<file path="config.mk">
export PLATFORM = sky130hd
export DESIGN_NAME = local_int_timer
export DESIGN_NICKNAME = d
export VERILOG_FILES = /design/src/rtl/lit_pkg.sv /design/src/rtl/lit_regs.sv /design/src/rtl/lit_prescale.sv /design/src/rtl/lit_period.sv /design/src/rtl/local_int_timer.sv
export SDC_FILE = /design/constraint.sdc
export NUM_CORES = 1
export LEC_CHECK = 0
export ABC_AREA = 1
export BUFFER_PORTS_ARGS = -buffer_cell sky130_fd_sc_hd__buf_2
export CAP_MARGIN = 15
export CORE_MARGIN = 10
export CORE_UTILIZATION = 45
export CTS_CLUSTER_SIZE = 25
export DETAILED_ROUTE_END_ITERATION = 8
export PLACE_DENSITY = 0.75
export SLEW_MARGIN = 40
export SYNTH_ARGS = -nofsm -noshare
export SYNTH_HDL_FRONTEND = slang
export SYNTH_SLANG_ARGS = --single-unit
export TNS_END_PERCENT = 10
</file>
<file path="constraint.sdc">
create_clock -name clk -period 6.6 [get_ports clk]
set_input_delay 0.99 -clock clk [delete_from_list [all_inputs] [get_ports clk]]
set_output_delay 0.99 -clock clk [all_outputs]
set_load 0.01 [all_outputs]
</file>
<file path="src/rtl/lit_pkg.sv">
package lit_pkg;

  localparam int VEC_W        = 8;
  localparam int MASK_BIT     = 16;
  localparam int PERIODIC_BIT = 17;

  typedef enum logic [1:0] {
    ADDR_ENTRY = 2'd0,
    ADDR_DIV   = 2'd1,
    ADDR_INIT  = 2'd2,
    ADDR_CUR   = 2'd3
  } reg_addr_e;

  typedef struct packed {
    logic             periodic;
    logic             mask;
    logic [VEC_W-1:0] vec;
  } entry_t;

  // Divide configuration to shift amount: code {b3,b1,b0}, 7 -> 0, n -> n+1.
  function automatic logic [3:0] div_shift(input logic [3:0] cfg);
    logic [2:0] code;
    code = {cfg[3], cfg[1], cfg[0]};
    return (code == 3'b111) ? 4'd0 : ({1'b0, code} + 4'd1);
  endfunction

  // Last prescaler count value before a tick for a given shift.
  function automatic logic [31:0] div_last(input logic [3:0] sh);
    return (32'd1 << sh) - 32'd1;
  endfunction

  function automatic logic [31:0] pack_entry(input entry_t e);
    logic [31:0] w;
    w = '0;
    w[PERIODIC_BIT] = e.periodic;
    w[MASK_BIT]     = e.mask;
    w[VEC_W-1:0]    = e.vec;
    return w;
  endfunction

endpackage

</file>
<file path="src/rtl/lit_regs.sv">
module lit_regs
  import lit_pkg::*;
#(
  parameter int CNT_W = 32
) (
  input  logic             clk,
  input  logic             rst_n,
  input  logic             wr_en,
  input  logic [1:0]       wr_addr,
  input  logic [31:0]      wr_data,
  output entry_t           entry,
  output logic [3:0]       div_cfg,
  output logic [3:0]       shift,
  output logic [CNT_W-1:0] init_cnt,
  output logic             reload
);

  logic wr_entry, wr_div;

  assign wr_entry = wr_en && (wr_addr == ADDR_ENTRY);
  assign wr_div   = wr_en && (wr_addr == ADDR_DIV);
  assign reload   = wr_en && (wr_addr == ADDR_INIT);

  always_ff @(posedge clk or negedge rst_n) begin
    if (!rst_n) begin
      entry.periodic <= 1'b0;
      entry.mask     <= 1'b1;
      entry.vec      <= '0;
      div_cfg        <= '0;
      shift          <= '0;
      init_cnt       <= '0;
    end else begin
      if (wr_entry) begin
        entry.periodic <= wr_data[PERIODIC_BIT];
        entry.mask     <= wr_data[MASK_BIT];
        entry.vec      <= wr_data[VEC_W-1:0];
      end
      if (wr_div) begin
        div_cfg <= wr_data[3:0];
        shift   <= div_shift(wr_data[3:0]);
      end
      if (reload) init_cnt <= CNT_W'(wr_data);
    end
  end

  assert_shift_follows_R3: assert property (@(posedge clk) disable iff (!rst_n)
    wr_div |=> (shift == div_shift($past(wr_data[3:0]))));

endmodule

</file>
<file path="src/rtl/lit_prescale.sv">
module lit_prescale
  import lit_pkg::*;
#(
  parameter int PRE_W = 8
) (
  input  logic       clk,
  input  logic       rst_n,
  input  logic       restart,
  input  logic [3:0] shift,
  output logic       tick
);

  logic [PRE_W-1:0] pcnt;
  logic [PRE_W-1:0] last;

  assign last = PRE_W'(div_last(shift));
  assign tick = (pcnt >= last);

  always_ff @(posedge clk or negedge rst_n) begin
    if (!rst_n)       pcnt <= '0;
    else if (restart) pcnt <= '0;
    else if (tick)    pcnt <= '0;
    else              pcnt <= pcnt + 1'b1;
  end

  assert_restart_clears_R10: assert property (@(posedge clk) disable iff (!rst_n)
    restart |=> (pcnt == '0));

endmodule

</file>
<file path="src/rtl/lit_period.sv">
module lit_period #(
  parameter int CNT_W = 32
) (
  input  logic             clk,
  input  logic             rst_n,
  input  logic             reload,
  input  logic             tick,
  input  logic [CNT_W-1:0] init_cnt,
  input  logic             periodic,
  input  logic             mask,
  output logic             boundary,
  output logic             fire,
  output logic [CNT_W-1:0] remaining
);

  logic [CNT_W-1:0] tcnt;
  logic             armed;
  logic             at_end;

  function automatic logic [CNT_W-1:0] left(input logic [CNT_W-1:0] i,
                                            input logic [CNT_W-1:0] t,
                                            input logic             a);
    return a ? (i - t) : '0;
  endfunction

  assign at_end    = (tcnt == init_cnt);
  assign boundary  = tick && armed && at_end && !reload;
  assign fire      = boundary && (init_cnt != '0) && !mask;
  assign remaining = left(init_cnt, tcnt, armed);

  always_ff @(posedge clk or negedge rst_n) begin
    if (!rst_n) begin
      tcnt  <= '0;
      armed <= 1'b0;
    end else if (reload) begin
      tcnt  <= '0;
      armed <= 1'b1;
    end else if (tick && armed) begin
      if (at_end) begin
        tcnt <= '0;
        if (!periodic) armed <= 1'b0;
      end else begin
        tcnt <= tcnt + 1'b1;
      end
    end
  end

  assert_oneshot_disarms_R5: assert property (@(posedge clk) disable iff (!rst_n)
    (boundary && !periodic) |=> !armed);

  assert_reload_rearms_R10: assert property (@(posedge clk) disable iff (!rst_n)
    reload |=> (armed && tcnt == '0));

endmodule

</file>
<file path="src/rtl/local_int_timer.sv">
module local_int_timer
  import lit_pkg::*;
#(
  parameter int CNT_W = 32,
  parameter int PRE_W = 8
) (
  input  logic             clk,
  input  logic             rst_n,
  input  logic             wr_en,
  input  logic [1:0]       wr_addr,
  input  logic [31:0]      wr_data,
  input  logic [1:0]       rd_addr,
  output logic [31:0]      rd_data,
  output logic             irq_pulse,
  output logic [VEC_W-1:0] irq_vector
);

  entry_t           entry;
  logic [3:0]       div_cfg;
  logic [3:0]       shift;
  logic [CNT_W-1:0] init_cnt;
  logic             reload;
  logic             tick;
  logic             boundary;
  logic             fire;
  logic [CNT_W-1:0] remaining;

  lit_regs #(.CNT_W(CNT_W)) u_regs (
    .clk(clk), .rst_n(rst_n), .wr_en(wr_en), .wr_addr(wr_addr),
    .wr_data(wr_data), .entry(entry), .div_cfg(div_cfg), .shift(shift),
    .init_cnt(init_cnt), .reload(reload)
  );

  lit_prescale #(.PRE_W(PRE_W)) u_pre (
    .clk(clk), .rst_n(rst_n), .restart(reload), .shift(shift), .tick(tick)
  );

  lit_period #(.CNT_W(CNT_W)) u_per (
    .clk(clk), .rst_n(rst_n), .reload(reload), .tick(tick),
    .init_cnt(init_cnt), .periodic(entry.periodic), .mask(entry.mask),
    .boundary(boundary), .fire(fire), .remaining(remaining)
  );

  always_comb begin
    unique case (rd_addr)
      ADDR_ENTRY: rd_data = pack_entry(entry);
      ADDR_DIV:   rd_data = {28'd0, div_cfg};
      ADDR_INIT:  rd_data = 32'(init_cnt);
      default:    rd_data = 32'(remaining);
    endcase
  end

  always_ff @(posedge clk or negedge rst_n) begin
    if (!rst_n) begin
      irq_pulse  <= 1'b0;
      irq_vector <= '0;
    end else begin
      irq_pulse <= fire;
      if (fire) irq_vector <= entry.vec;
    end
  end

  assert_mask_quiet_R7: assert property (@(posedge clk) disable iff (!rst_n)
    irq_pulse |-> !$past(entry.mask));

  assert_one_cycle_R8: assert property (@(posedge clk) disable iff (!rst_n)
    irq_pulse |=> !irq_pulse);

  assert_vector_R8: assert property (@(posedge clk) disable iff (!rst_n)
    irq_pulse |-> (irq_vector == $past(entry.vec)));

  assert_zero_silent_R6: assert property (@(posedge clk) disable iff (!rst_n)
    irq_pulse |-> ($past(init_cnt) != '0));

  assert_count_bounded_R9: assert property (@(posedge clk) disable iff (!rst_n)
    remaining <= init_cnt);

endmodule

</file>
* Word level (Yosys, flattened, before mapping)
Index checks and enable logic that the tools add are counted. Widths: inputs -> output; s select.
Storage, ports and cells: flip-flop bits (word level) 100, word-level logic and storage cells 53
Operators by class: add/subtract/negate cells 5, order comparisons 1, equality and inequality tests 7, shifts and indexed selects 1, multiplexer cells 12, reductions and logical operators 16
Operators by type and width (count):
- $mux 32 | 4
- $pmux 32 s3 | 1
- $add 32x1->32 const B | 1
- $eq 32x32->1 | 1
- $reduce_bool 32->1 | 1
- $sub 32x32->32 | 1
- $mux 8 | 2
- $add 8x1->8 const B | 1
- $ge 8x8->1 | 1
- $logic_and 1x1->1 | 8
- $shl 1x4->8 const A | 1
- $sub 8x1->8 const B | 1
- $add 3x1->4 const B | 1
- $eq 2x1->1 const B | 2
- $eq 2x2->1 const B | 2
- $logic_not 2->1 | 2
- $mux 1 | 4
- $mux 4 | 1
- $reduce_bool 2->1 | 2
- $eq 3x3->1 const B | 1
- $reduce_and 3->1 | 1
- $logic_not 1->1 | 2
- $ne 2x1->1 const B | 1

* Logic depth before layout (Yosys ltp)
Gate-level depths: netlist (run 1).
depth after elaboration 8, depth in mapped cells 17, gate-level depth less buffers 16

* By module
From an unflattened synthesis (run 1), not the netlist that was laid out.
Unflattened totals: cells, all modules 1297, area total of the unflattened synthesis 8164.1 um^2
By module, submodules not included:
- lit_period | instances 1, cells an instance 846, area an instance 4692.0 um^2, sequential area each 825.8 um^2
- lit_regs | instances 1, cells an instance 208, area an instance 1918.1 um^2, sequential area each 1252.5 um^2
- local_int_timer | instances 1, cells an instance 156, area an instance 883.3 um^2, sequential area each 225.2 um^2
- lit_prescale | instances 1, cells an instance 87, area an instance 670.6 um^2, sequential area each 200.2 um^2

* Least setup slack after synthesis (run 1)
No wires, ideal clock.
path type input to output, start input rd_addr[0], end output rd_data[10], arrival 1.947 ns, path slack 3.663 ns, stages on the path 5, buffers on the path 2, path through buf_2 -> nor2_2 -> inv_1 -> clkbuf_1 -> o21ai_0
Between the ends: cells in the longest elaborated chain, start to end 2, elaborated cells on any way between the ends 4, classes of those cells 2 x eq/ne; 1 x mux; 1 x reduce/logical
RTL lines:
- start: declaration | RTL line local_int_timer.sv:12 | input logic [1:0] rd_addr,
- $eq 2x2->1, or another cell as far along | RTL line local_int_timer.sv:45 | unique case (rd_addr)
- $pmux 32 s3 (*) | RTL line local_int_timer.sv:45
- end: declaration | RTL line local_int_timer.sv:13 | output logic [31:0] rd_data,
Mark *: on every way between the ends. The rest lies on a longest branch, timed or not.

* Worst setup path after layout (run 1)
start input rd_addr[1], end output rd_data[16]
Same word-level chain as after synthesis.

==> results_dict.tcl, run 1 <==
set metrics [dict create \
    outcome "completed" \
    cts_made_buffers 9 \
    required_ns 5.61 \
    switching_share 0.4321 \
    synth.largest_area_cell "dfrtp_1" \
    post_cts_buffers 0 \
    cts_sinks 100 \
    drt_iter0_drc 830 \
    drtPass1Iterations 7 \
    synth_area_per_cell_um2 6.233 \
    critPathKind "in -> out" \
    grt_pass1_vias 8191 \
    clkPwrFrac 0.247 \
    clockRootBuffer "clkbuf_16" \
    grt_antenna_before_repair 0 \
    overflow 0 \
    synth_cell_type_count 37 \
    io_pins 80 \
    min_path_type "reg -> reg" \
    yosys_warnings 0 \
    r2r_cells 14 \
    power_mw 2.304 \
    worst_setup_path_end_kind "primary output" \
    fin_setup_tns_ns 0 \
    die_area_um2 24160 \
    synth-edff-count 0 \
    area_growth_pct 10.95 \
    ys_ff_latch 100 \
    synth_top_area_share 0.3002 \
    dieHeight_um 155.4 \
    ant_nets 0 \
    viasPerCell 5.257 \
    tightest_slew_ns 0.8185 \
    grt_max_degree 52 \
    p_sw_mw 0.9956 \
    drc_errors 0 \
    drv_cap 0 \
    p_int_mw 1.308 \
    final_hold_viol_count 0 \
    netlist_area_um2 8253 \
    fin_cells 1627 \
    finalMaxSlewViolations 0 \
    worst_ep_arrival_time_ns 3.08 \
    cp_max_fo 17 \
    gp_congestion 0.9887 \
    core_um2 18020 \
    ys_seq_area_frac 0.3034 \
    min_period_ns 4.074 \
    yosysMostFrequentCell "nand2_1" \
    cts_hold_buf 0 \
    fin_nets 1478 \
    h-tree-depth 3 \
    ys_dominant_reg_cell "dfrtp_1" \
    start_kind "primary input" \
    fin_crit_sh 0.6173 \
    synth_nets 1408 \
    rsz0062_at_grt "false" \
    grt_pass1_wl_um 41520 \
    vias 8553 \
    die_w_um 155.4 \
    rows 49 \
    vdd_ir_drop_max_mv 0.1398 \
    synth.area.top_cells "dfrtp_1, nand2_1, inv_1" \
    max_freq_ghz 0.2455 \
    worstSkewPairLatency_ns 0.36 \
    postSynthCellCount 1324 \
    slew_headroom 0.4537 \
    grt.total_usage 0.2102 \
    cts_tree "built" \
    clk_pin_slew_ns 0.08 \
    dp_hpwl_um 20070 \
    power_density_nw_per_um2 251.6 \
    p_seq_frac 0.333 \
    fin_skew_ns 0.009347 \
    initial_utilization 0.4579 \
    dp.cells 1612 \
    netlist_top_cells_count "nand2_1, inv_1, nor2_1" \
    hold-path-cell-count 2 \
    setup_viol 0 \
    cts.path.max_buffers 2 \
    drive_gt1_frac 0.1066 \
    ys_async_sr_fraction 1.000 \
    detail_route.wirelength_um 25570 \
    post_drt_wl_per_cell_um 15.72 \
    pwr-share-comb 0.420 \
    cts_resized 0 \
    insertedDiodeCount 0 \
    port_buffers 79 \
    leakage_nw 5.102 \
]
[stage by stage]
| stage | util | hold slack (ns) | area (um^2) | setup WS [ns] |
|---|---|---|---|---|
| after floorplan | - | 0.4491 | 8253 | 3.663 |
| after global placement | 0.4915 | 0.4496 | 8860 | 2.750 |
| after detailed placement | 0.4915 | 0.4540 | 8860 | 2.639 |
| after CTS | 0.5080 | 0.4726 | 9156 | 2.635 |
| after global routing | 0.5080 | 0.5025 | 9156 | 2.417 |
| final | 0.5080 | 0.4710 | 9156 | 2.526 |
[placed cells by master (no fill, tap or decap), types with 4 or more instances in the layout]
cell	instances
dfrtp_1	99
inv_1	207
nor3_1	20
nand2_2	8
xnor2_1	7
a21oi_1	33
mux2_2	5
o21ai_0	59
ha_1	44
nor2_4	6
nand3_1	105
nand4_1	17
xor2_1	16
nor2_2	18
clkbuf_16	9
buf_4	5
o221ai_1	4
nand2_1	500
o2111ai_1	4
nor2_1	110
o21ai_1	10
o21bai_1	4
buf_2	78
inv_2	6
[per-layer routing]
metal / global-route usage / vias to the layer above / share of wire / wire (um)
met5: 0 / - / 0 / 0
met4: 0.09002 / 0 / 0.038 / 971
met3: 0.02509 / 57 / 0.065 / 1654
met2: 0.3446 / 309 / 0.46 / 11820
met1: 0.2730 / 3914 / 0.44 / 11130
li1: - / 4273 / - / -
[cell families (layout without fill, tap and decap cells)]
family | after synthesis | in the layout | share of synthesized area
xor gates and xnor gates | 23 | 23 | 0.02441
and+or+nand+nor | 796 | 796 | 0.4083
DFF | 100 | 100 | 0.3034
AOI/OAI and AO/OA | 118 | 118 | 0.07747
buffers and inverters | 237 | 311 | 0.1105
adders and majority gates | 45 | 45 | 0.06913
muxes | 5 | 5 | 0.006822
[power by group through the flow]
stage	clock, mW	combinational [mW]	sequential [mW]
final	0.568	0.969	0.767
after global routing	0.591	1.10	0.776
after CTS	0.572	0.960	0.765
after detailed placement	0	0.954	0.777
after global placement	0	0.939	0.775
after floorplan	0	0.700	0.747
[area by class of cell]
type | instances | area (um^2)
clock buffer | 10 | 229.0
tap | 229 | 286.5
inverter | 213 | 799.5
fill | 1839 | 8869
multi-input combinational | 987 | 4842
timing repair buffer | 83 | 427.9
sequential | 100 | 2504
clock inverter | 5 | 67.56
[worst max-delay path: stages]
cell      delay, ns
buf_2          0.09
inv_1          0.11
nor2_2         0.65
inv_1          0.57
o21ai_0        0.28
o21bai_1       0.19
buf_2          0.19
[worst paths after layout]
check	startpoint	endpoint	slack [ns]
worst max-delay path	rd_addr[1]	rd_data[16]	2.53
worst min-delay path	irq_vector[1]$_DFFE_PN0P_	irq_vector[1]$_DFFE_PN0P_	0.47
worst max register to register	u_regs.shift[3]$_DFFE_PN0P_	u_per.tcnt[14]$_DFFE_PN0P_	3.81
worst min register to register	irq_vector[1]$_DFFE_PN0P_	irq_vector[1]$_DFFE_PN0P_	0.47
max in group asynchronous	rst_n	u_regs.shift[1]$_DFFE_PN0P_	4.78
min in group asynchronous	rst_n	u_regs.init_cnt[23]$_DFFE_PN0P_	0.68
[registers in the layout, indices dropped and copies added (netlist names)]
register,cells
u_regs.div_cfg,4
irq_pulse,1
u_regs.entry,10
u_per.tcnt,32
u_regs.init_cnt,32
u_pre.pcnt,8
u_regs.shift,4
u_per.armed,1
irq_vector,8
(Power assumes the default switching activity.)
==> inputs of run 2 (changes only) <==
clock period = 4.2 ns   (was 6.6 ns; I/O delays follow)
==> run 2 against run 1 <==
Net effect:
- register-to-register slack got worse by 2.5 ns
- first-iteration DRC count fell by 2.7%
- clock skew rose by 0.0074 ns
- worst hold slack got worse by 0.27 ns
- core utilization rose by 0.17 points
- cell count rose by 0.25%
- worst setup slack got worse by 1.7 ns
- non-clock buffer count rose by 3
- routed wire length fell by 1.5%
- critical endpoint is now rd_data[18]
==> results_dict.tcl, run 2 (synthesized netlist as in run 1, its figures left out) <==
set metrics [dict create \
    path_buf_inv 3 \
    grt_pass1_vias 8019 \
    drt_iter0_drc 808 \
    path_cells "inv_1 -> ha_1 -> nand2_1 -> inv_1 -> nand2_1 -> nand2_1 -> nand2_1 -> nand3_1 -> nand2_1 -> nand2_1 -> nand2_1 -> nand2_1 -> o21ai_0 -> buf_2" \
    worst_ep_arrival_time_ns 2.72 \
    grt_antenna_before_repair 0 \
    n_fill_cell 1867 \
    cts_resized 0 \
    drive_gt1_frac 0.1098 \
    finalInstanceArea_um2 9188 \
    dp.cells 1615 \
    min_period_ns 3.354 \
    fin_skew_ns 0.01675 \
    overflow 0 \
    cts.path.max_buffers 2 \
    rows 49 \
    h-tree-depth 3 \
    cts_made_buffers 9 \
    fin_cells 1631 \
    core_um2 18020 \
    cts_sinks 100 \
    grt_pass1_wl_um 40210 \
    vias 8535 \
    power_mw 3.593 \
    fin_setup_tns_ns 0 \
    worst_setup_path_end_kind "primary output" \
    top_regs "u_per.tcnt x32, u_regs.init_cnt x32, u_regs.entry x10" \
    clockRootBuffer "clkbuf_16" \
    gp_congestion 0.9781 \
    vdd_ir_drop_max_mv 0.2709 \
    worstSkewPairLatency_ns 0.37 \
    critPathTopFamily "simple AND/OR/NAND/NOR gates" \
    die_w_um 155.4 \
    rsz0062_at_grt "false" \
    leakage_nw 5.116 \
    drv_cap 0 \
    ant_nets 0 \
    cp_max_fo 4 \
    min_path_type "in -> async" \
    final_common_cell "nand2_1" \
    tightest_slew_ns 0.7373 \
    clk_pin_slew_ns 0.09 \
    outcome "completed" \
    drtPass1Iterations 6 \
    port_buffers 79 \
    dp_hpwl_um 20150 \
    slowest_delay_ns 0.43 \
    fin_crit_sh 0.7985 \
    area_growth_pct 11.33 \
    start_kind "flop" \
    crit_path_top_delay_cell "dfrtp_1" \
    post_cts_buffers 0 \
    initial_utilization 0.4579 \
    finalMaxSlewViolations 0 \
    fin_nets 1481 \
    final_core_util 0.5097 \
    drc_errors 0 \
    viasPerCell 5.233 \
    io_pins 80 \
    dieHeight_um 155.4 \
    die_area_um2 24160 \
    final_cell_mix "nand2_1, inv_1, nor2_1, nand3_1, dfrtp_1" \
    cts_hold_buf 0 \
    place_area_um2 8882 \
    required_ns 3.57 \
    grt_max_degree 50 \
    insertedDiodeCount 0 \
    detail_route.wirelength_um 25180 \
    cts_tree "built" \
    slew_headroom 0.5066 \
    crit_path_frequent_cell "nand2_1" \
    max_freq_ghz 0.2982 \
    final_hold_viol_count 0 \
    power_density_nw_per_um2 391.0 \
    setup_viol 0 \
    grt.total_usage 0.2049 \
    post_drt_wl_per_cell_um 15.44 \
    critPathKind "reg -> out" \
]
[run 2: cell count changes in the layout (fill, tap and decap cells not counted)]
cell        change
clkinv_4        +1
clkinvlp_4      +1
inv_8           +1
inv_6           -2
buf_4           +3
clkinv_8        +2
bufinv_16       -1
clkbuf_1        -1
[run 2: routing by layer]
layer	wire, um	vias up	global-route usage
met2	11850	286	0.3434
met3	1460	59	0.02399
met4	926	0	0.08734
met1	10940	3917	0.2600
met5	0	-	0
li1	-	4273	-
[run 2: worst register-to-register path, stage by stage (launching register included)]
cell and delay (ns):
dfrtp_1 0.42, nor2_1 0.26, nand2_1 0.15, ha_1 0.23, xnor2_1 0.18, ha_1 0.25
nand2_1 0.06, inv_1 0.04, nand2_1 0.06, nand2_1 0.05, nand2_1 0.05, nand2_1 0.07
nand2_1 0.14, nand2_1 0.09, inv_1 0.55, o21ai_1 0.16
[run 2: cell type report]
cell class / instances / area, um^2 / area share
multi-input combinational: 987 / 4842 / 0.5270
sequential: 100 / 2504 / 0.2725
inverter: 213 / 799.5 / 0.08702
timing repair buffer: 86 / 450.4 / 0.04903
tap: 229 / 286.5 / 0.03119
clock buffer: 9 / 225.2 / 0.02451
clock inverter: 7 / 80.08 / 0.008716
[run 2: per-stage QoR]
step,hold slack [ns],setup slack (ns)
after floorplan,0.3344,1.706
after global placement,0.4537,1.361
after detailed placement,0.4559,1.312
after CTS,0.2251,0.8967
after global routing,0.2400,0.6839
final,0.2019,0.8465
[run 2: final timing paths]
check	slack [ns]	endpoint	cells past startpoint	startpoint
setup / recovery	0.85	rd_data[18]	14	u_per.tcnt[5]$_DFFE_PN0P_
hold / removal	0.20	u_regs.init_cnt[25]$_DFFE_PN0P_	1	rst_n
setup reg to reg	1.30	u_per.tcnt[15]$_DFFE_PN0P_	15	u_regs.shift[3]$_DFFE_PN0P_
hold reg to reg	0.47	irq_vector[0]$_DFFE_PN0P_	2	irq_vector[0]$_DFFE_PN0P_
max in group asynchronous	3.11	u_regs.entry[8]$_DFFE_PN1P_	2	rst_n
min in group clk	0.47	u_regs.init_cnt[15]$_DFFE_PN0P_	3	wr_data[15]
[run 2: where the power goes]
group / switching, mW / leakage, nW / internal [mW]
registers: 0.126 / 1.30 / 1.08
logic: 1.00 / 3.67 / 0.509
clock network: 0.452 / 0.146 / 0.425
==> inputs of run 3 (changes only) <==
ABC_AREA = 0   (was 1)
PLACE_DENSITY = 0.79   (was 0.75)
clock period = 3 ns   (was 4.2 ns; I/O delays follow)
==> run 3 against run 2 <==
Net effect:
- the flow now finishes with violations (setup timing)
- design area fell by 0.94%
- power rose by 58%
- combinational power rose by 79%
- largest power group unchanged
- die area fell by 14%
==> results_dict.tcl, run 3 <==
set metrics [dict create \
    grt_pass1_wl_um 36490 \
    area_growth_pct 30.45 \
    detail_route.wirelength_um 22840 \
    slew_headroom 0.5505 \
    worst_ep_arrival_time_ns 3.14 \
    cts_tree "built" \
    clk_pin_slew_ns 0.08 \
    ant_nets 0 \
    clockRootBuffer "clkbuf_16" \
    grt_pass1_vias 7141 \
    finalMaxSlewViolations 0 \
    top_regs "u_per.tcnt x32, u_regs.init_cnt x32, u_regs.entry x10" \
    worst_setup_path_end_kind "primary output" \
    cts_hold_buf 0 \
    dieHeight_um 144.5 \
    min_period_ns 3.591 \
    grt.total_usage 0.2203 \
    synth-edff-count 0 \
    p_int_mw 3.438 \
    netlist_top_cells_count "nand2_1, dfrtp_1, nor2_1" \
    grt_max_degree 68 \
    gp_congestion 0.9624 \
    grtUsageMet1 0.2828 \
    p_sw_mw 2.221 \
    switching_share 0.3925 \
    fin_setup_tns_ns -8.736 \
    outcome "finished with violations" \
    drc_errors 0 \
    r2r-start "u_regs.shift[1]$_DFFE_PN0P_" \
    start_kind "flop" \
    port_buffers 79 \
    die_area_um2 20880 \
    rows 45 \
    min_path_type "in -> async" \
    synth_nets 916 \
    clkPwrFrac 0.225 \
    core_um2 15200 \
    use_met3 0.04133 \
    drive_gt1_frac 0.3063 \
    hold_slack_ns 0.01921 \
    h-tree-depth 3 \
    initial_utilization 0.4589 \
    drtPass1Iterations 5 \
    die_w_um 144.5 \
    synth.largest_area_cell "dfrtp_1" \
    n_fill_cell 1297 \
    grt_util_met2 0.3593 \
    power_density_nw_per_um2 621.8 \
    yosysMostFrequentCell "nand2_1" \
    ys_seq_area_frac 0.3589 \
    tightest_slew_ns 0.6681 \
    p_seq_frac 0.296 \
    grt_antenna_before_repair 0 \
    netlist_area_um2 6977 \
    synth_area_per_cell_um2 8.385 \
    viasPerCell 5.833 \
    ys_dominant_reg_cell "dfrtp_1" \
    final_common_cell "nand2_1" \
    worstSkewPairLatency_ns 0.37 \
    finalWorstSetupSlack_ns -0.5911 \
    setup_viol 36 \
    cts.path.max_buffers 2 \
    cts_made_buffers 9 \
    violations "setup timing" \
    vdd_ir_drop_max_mv 0.4367 \
    max_freq_ghz 0.2785 \
    synth_cell_type_count 65 \
    pwr-share-comb 0.479 \
    vias 7058 \
    drv_cap 0 \
    post_drt_wl_per_cell_um 18.87 \
    io_pins 80 \
    fin_crit_sh 1.197 \
    ys_ff_latch 100 \
    final_cell_mix "nand2_1, buf_4, dfrtp_1, buf_2, nor2_1" \
    fin_nets 1101 \
    overflow 0 \
    yosys_warnings 0 \
    rsz0062_at_grt "true" \
    fin_skew_ns 0.01220 \
    leakage_nw 4.339 \
    postSynthCellCount 832 \
    synth_top_area_share 0.3551 \
    synth.area.top_cells "dfrtp_1, nand2_1, ha_1" \
    drt_iter0_drc 667 \
    critPathKind "reg -> out" \
    grt.busiest_layer "met2" \
    cp_max_fo 3 \
    final_hold_viol_count 0 \
    cp-startpoint "u_regs.init_cnt[0]$_DFFE_PN0P_" \
    required_ns 2.55 \
    insertedDiodeCount 0 \
    ys_async_sr_fraction 1.000 \
    cts_sinks 100 \
    dp_hpwl_um 16980 \
]
run 3: metal layers:
layer | vias up | wire, um
met2 | 308 | 10850
met4 | 0 | 586
li1 | 3314 | -
met3 | 45 | 1747
met5 | - | 0
met1 | 3391 | 9657
run 3: layout make-up:
cell class	count	area, um^2	share of cell area
clock buffer	9	225.2	0.02475
clock inverter	7	91.34	0.01004
inverter	47	176.4	0.01938
multi-input combinational	650	4471	0.4912
sequential	100	2504	0.2751
tap	188	235.2	0.02585
timing repair buffer	209	1399	0.1537
run 3: worst paths after layout:
check | end | slack (ns) | depth (start not counted)
max | rd_data[30] | -0.59 | 14
min | irq_vector[7]$_DFFE_PN0P_ | 0.02 | 1
min reg2reg | u_per.tcnt[28]$_DFFE_PN0P_ | 0.50 | 1
max in group asynchronous | u_regs.entry[8]$_DFFE_PN1P_ | 2.22 | 2
min in group clk | u_regs.init_cnt[14]$_DFFE_PN0P_ | 0.27 | 3
max reg2reg | u_per.tcnt[25]$_DFFE_PN0P_ | -0.12 | 12
run 3: stage by stage:
stage	setup slack, ns	std cells	utilization	power [mW]	cell area, um^2
floorplan	-0.07380	832	-	3.082	7066
global placement	-0.2354	1189	0.5594	4.011	8504
detailed placement	-0.2958	1189	0.5594	4.066	8504
CTS	-0.4789	1207	0.5909	5.462	8984
global route	-0.7156	1210	0.5987	5.966	9101
finish	-0.5911	1210	0.5987	5.660	9101
run 3: what timing repair did:
item / 4_1_cts / 5_1_grt
endpoints found under the setup margin: 56 / 63
pin swaps: 27 / 11
buffers inserted: 2 / 3
resized for setup: 32 / 23
gates cloned: 0 / 0
run 3: power by group through the flow:
stage               registers [mW]  logic [mW]  clock network [mW]
floorplan                     1.66        1.42                   0
global placement              1.68        2.33                   0
detailed placement            1.69        2.38                   0
CTS                           1.67        2.52                1.28
global route                  1.69        2.95                1.32
finish                        1.67        2.71                1.27
run 3: kinds of logic (layout without fill, tap and decap cells):
kind of cell	count (synthesis)	in the layout	synth area share
DFF	100	100	0.3589
buffers and inverters	82	272	0.04645
and+or+nand+nor	342	342	0.2383
xor gates and xnor gates	50	50	0.06277
AOI/OAI and AO/OA	181	181	0.1618
muxes	32	32	0.05004
adders and majority gates	45	45	0.08178
run 3: worst max-delay path: stages, from the launching register on:
cell and delay (ns):
dfrtp_1 0.40, inv_2 0.10, ha_4 0.15, inv_2 0.04, fa_2 0.34, a21o_1 0.21, a221oi_4 0.30, nor2_2 0.11
o41ai_2 0.22, buf_4 0.22, o21ai_4 0.08, a41oi_2 0.18, xor2_1 0.22, o21ai_2 0.06, buf_2 0.14
